[src/rtl/ipc_event_flags.sv]
module ipc_event_flags #(
  parameter int NFLAGS = 32,
  parameter int NIRQ   = 4
) (
  input  logic              clk,
  input  logic              rst_n,
  input  logic              snd_wr,
  input  logic              snd_rd,
  input  logic [1:0]        snd_addr,
  input  logic [NFLAGS-1:0] snd_wdata,
  output logic [NFLAGS-1:0] snd_rdata,
  input  logic              rcv_wr,
  input  logic              rcv_rd,
  input  logic              rcv_addr,
  input  logic [NFLAGS-1:0] rcv_wdata,
  output logic [NFLAGS-1:0] rcv_rdata,
  output logic [NIRQ-1:0]   irq_o
);
  localparam logic [1:0] S_SET    = 2'd0;
  localparam logic [1:0] S_CANCEL = 2'd1;
  localparam logic [1:0] S_VIEW   = 2'd2;
  localparam logic       R_ACK    = 1'b0;
  localparam logic       R_VIEW   = 1'b1;

  logic [NFLAGS-1:0] flags_q;
  logic [NFLAGS-1:0] set_v, clr_v;

  assign set_v = (snd_wr && snd_addr == S_SET) ? snd_wdata : '0;
  assign clr_v = ((snd_wr && snd_addr == S_CANCEL) ? snd_wdata : '0)
               | ((rcv_wr && rcv_addr == R_ACK)    ? rcv_wdata : '0);

  always_ff @(posedge clk) begin
    if (!rst_n) begin
      flags_q   <= '0;
      irq_o     <= '0;
      snd_rdata <= '0;
      rcv_rdata <= '0;
    end else begin
      flags_q   <= (flags_q & ~clr_v) | set_v;
      irq_o     <= set_v[NIRQ-1:0] & ~flags_q[NIRQ-1:0];
      snd_rdata <= (snd_rd && snd_addr == S_VIEW) ? flags_q : '0;
      rcv_rdata <= (rcv_rd && rcv_addr == R_VIEW) ? flags_q : '0;
    end
  end
endmodule


[config.mk]
export PLATFORM = sky130hd
export DESIGN_NAME = ipc_event_flags
export DESIGN_NICKNAME = d
export VERILOG_FILES = /design/src/rtl/ipc_event_flags.sv
export SDC_FILE = /design/constraint.sdc
export NUM_CORES = 1
export LEC_CHECK = 0
export BUFFER_PORTS_ARGS = -buffer_cell sky130_fd_sc_hd__buf_2
export CAP_MARGIN = 20
export CORE_MARGIN = 3
export CORE_UTILIZATION = 42
export DETAILED_ROUTE_END_ITERATION = 16
export PLACE_DENSITY = 0.74
export SYNTH_ARGS = -nofsm -noshare
export SYNTH_HDL_FRONTEND = slang
export SYNTH_SLANG_ARGS = --single-unit
[constraint.sdc]
create_clock -name clk -period 1.1 [get_ports clk]
set_clock_uncertainty 0.15 [all_clocks]
set_input_delay 0.165 -clock clk [delete_from_list [all_inputs] [get_ports clk]]
set_output_delay 0.165 -clock clk [all_outputs]
set_load 0.01 [all_outputs]
Word-level counts from Yosys, hierarchy flattened. Index checks and enable logic that the tools add are counted.

Register bits after elaboration: 100. Output and inout bits: 68. Logic and storage cells: 24. Input bits: 73.

Equal/unequal tests: 2. Mux-type cells: 3. Reductions and logical operators: 8. Bitwise gates (word level): 7.

Operators with widths (number): 32-bit two-way mux (3); 32-bit OR (2); 32-bit AND (1); 32-bit inverter (1); 1-bit logical AND (5); 4-bit AND (1); 4-bit inverter (1); 2-bit AND reduction (2); 2-bit by 1-bit == test with 1-bit output (second input constant) (1); 2-bit == test (second input constant) (1); 2-bit zero test (1); 1-bit inverter (1).

Depth between registers and ports, before layout.
Word-level depth: 7. Mapped depth: 5. Gate-level depth less buffers: 3.

Worst setup path before layout. No wires, ideal clock.

Path type: input port to flip-flop. Start point: in rcv_wr. End point: reg flags_q[2]. Stages on the path: 5. Buffers on the path: 2. Arrival time: 889 ps. Data required time: 881 ps. Path slack: -8 ps. Library setup time: 69 ps. Path through: nor2b_1 clkbuf_1 buf_2 a221o_1 o21ai_1.

Cells in the longest elaborated chain, start to end: 6.

RTL lines: start, declared (line 12) `input logic rcv_wr,`; 1-bit logical AND (line 30) `| ((rcv_wr && rcv_addr == R_ACK) ? rcv_wdata : '0);`; 32-bit two-way mux (line 30); 32-bit OR (line 30); 32-bit inverter (line 39) `flags_q <= (flags_q & ~clr_v) | set_v;`; 32-bit AND (line 39); 32-bit OR (line 39); end signal, assigned (line 39); end, declared (line 25) `logic [NFLAGS-1:0] flags_q;`.

No other way between the ends. A chain may end at the register's enable or synchronous reset.

Worst setup path after layout.
Start point: reg rcv_rdata[6]. End point: out rcv_rdata[6].

RTL lines: start, declared (line 16) `output logic [NFLAGS-1:0] rcv_rdata,`; start signal, assigned (line 42) `rcv_rdata <= (rcv_rd && rcv_addr == R_VIEW) ? flags_q : '0;`.

No word-level cell between the ends.

==> impl_metrics.csv <==
group,metric,value,unit
status,outcome,"complete, but fails checks",
status,violations,"negative setup slack",
global_route,grt.overflow.total,0,
yosys,syn-num-nets,399,
routing,wire_per_inst,15.2,µm
clocking,numCtsBuffers,9,
finish,syn_to_final_growth,56.1,%
global_route,use_met2,39.0,%
worst_setup_path,path_max_fanout,1,
worst_setup_path,crit_buf_inv,1,
timing,max_freq,899,MHz
floorplan,io-pin-count,141,
timing,hold_viol_final,0,
yosys,synthTopCellsByArea,"dfxtp_1 60%, and2_1 12%, a22o_1 7.3%",
place,place_hpwl,5940,µm
clocking,cts.sinks,100,
yosys,yosysTopAreaCell,"dfxtp_1",
place,pre_cts_ws,-0.122,ns
yosys,yosysSeqAreaShare,59.7,%
worst_setup_path,critPathSlowestCell,"dfxtp_2",
yosys,synthCells,326,
global_route,grt_pass1_wl,14900,µm
floorplan,core_area,0.00749,mm²
finish,final_common_cell,"buf_2",
worst_setup_path,cpLargestDelayFamily,"flip-flops",
worst_setup_path,max_stage_delay,0.34,ns
clocking,cts_setup_buffers,0,
yosys,yosysUniqueCellTypes,18,
yosys,synth_top_area_share,59.7,%
worst_setup_path,start_kind,"flop",
clocking,clk_pin_slew,0.10,ns
finish,fin_util,70.0,%
routing,vias,3099,
clocking,clock-root-buffer,"clkbuf_8",
timing,slew_viol_final,0,
floorplan,die_w,95.4,µm
timing,fin_crit_sh,101,%
run,drv_cap,0,
clocking,cts_tree,"yes",
timing,worst_pin_slew,0.249,ns
finish,antenna_cells,0,
global_route,busiest_layer,"met2",
worst_setup_path,required,0.78,ns
routing,drt.antenna.violating_nets,0,
routing,via_per_inst,4.88,
routing,drt_iter0_drc,114,
timing,min_period,1.11,ns
yosys,yosys_warnings,0,
floorplan,die_area,0.00910,mm²
power_and_ir_drop,power.density,1240,mW/mm²
worst_setup_path,worstPathArrival,0.80,ns
routing,drc,0,
worst_hold_path,hp-class,"in2reg",
power_and_ir_drop,p_leak,2.39,nW
yosys,netlist_area,0.00336,mm²
finish,drive_above_1_share,37.9,%
global_route,grtUsageMet3,3.87,%
worst_setup_path,end_kind,"output pin",
finish,nNetsFinal,604,
place,placed_cells,555,
clocking,cts_buffer_depth,2,
floorplan,die_y,95.4,µm
place,gp_congestion,0.832,
global_route,antenna_found_initial,0,
timing,rsz0062_at_grt,"yes",
global_route,grt_pass1_vias,3113,
global_route,use_met1,23.9,%
timing,fin_ws,-0.0121,ns
power_and_ir_drop,ir_worst_vdd,719,µV
worst_setup_path,critical_path_class,"reg2out",
place,numPortBuffers,140,
timing,relSlewSlack,83.4,%
floorplan,rows,31,
yosys,synth_area_per_cell,10.3,µm²
timing,whs,0.118,ns
yosys,synth_seq_cells,100,
routing,wl,9640,µm
routing,firstDrtPassIters,4,
clocking,clk_latency,0.34,ns
timing,setup_viol,10,
global_route,grt_usage,21.4,%
floorplan,initial_core_util,44.8,%
power_and_ir_drop,p_total,6.48,mW
worst_setup_path,worstPathCellList,"buf_6",
clocking,htreeDepth,3,
finish,mostFrequentLayoutCells,"110 x buf_2, 70 x dfxtp_1, 65 x nand2_1",
global_route,grt_max_degree,31,
finish,final_cell_count_no_fill,635,
-- per-layer routing --
metal	wire [µm]	vias to the layer above
li1	-	1507
met1	3620	1421
met2	5030	148
met3	676	23
met4	309	0
met5	0	-
-- final cells by class --
cell class              instances  area (µm²)
multi-input cells             202        1200
well taps                      99         124
repair buffers                218        1700
clock buffers                  11         141
fillers                       515        2250
flip-flops and latches        100        2040
clock inverters                 5        35.0
-- cells in the mapped netlist --
library cell and instances:
buf_4 3, o22ai_1 28, nor2_8 1, a22o_1 28, buf_6 6, clkbuf_2 3
nor2b_1 2, clkbuf_1 1, buf_2 11, and2_1 64, nand2b_1 1, and3_1 1
o21ai_1 2, nor3_1 4, nand2_1 65, a221o_1 4, dfxtp_1 100, o21ai_0 2
-- what timing repair did --
item / in CTS / in global routing
cloned: 0 / 0
gates resized for setup: 35 / 25
endpoints found under the hold margin: 36 / 0
endpoints found under the setup margin: 57 / 68
hold buffers: 64 / 0
pin swaps: 0 / 0
-- sequential cells by signal, indices dropped and copies added (netlist names) --
signal and flops:
flags_q 32, rcv_rdata 32, snd_rdata 32, irq_o 4
-- power breakdown --
part,internal [mW],total [mW],leakage (nW),switching (mW)
clock,0.891,2.08,0.0897,1.19
combinational,0.403,0.705,1.48,0.302
sequential,3.67,3.70,0.823,0.0280
total,4.96,6.48,2.39,1.52
-- per-stage QoR --
step / setup TNS [ns] / cell area (µm²)
after floorplan: 0 / 3360
after global placement: -5.76 / 4200
after detailed placement: -6.92 / 4200
after CTS: -0.734 / 5150
after global routing: -2.29 / 5240
final: -0.0245 / 5240
-- path summary, 6_finish.rpt --
kind	from	endpoint	slack (ns)	depth (start not counted)
worst max-delay path	rcv_rdata[6]	rcv_rdata[6]	-0.01	1
worst min-delay path	snd_addr[0]	flags_q[0]	0.12	3
worst min register to register	flags_q[2]	irq_o[2]	0.31	1
worst max register to register	flags_q[0]	flags_q[0]	0.12	3
-- logic make-up after synthesis --
kind of cell           after synthesis  share of synthesized area, %
AOI/OAI and AO/OA                   64                          14.3
buffers and inverters               24                          4.88
DFF                                100                          59.7
and+or+nand+nor                    138                          21.1
Power figures use the tool's default switching activity.
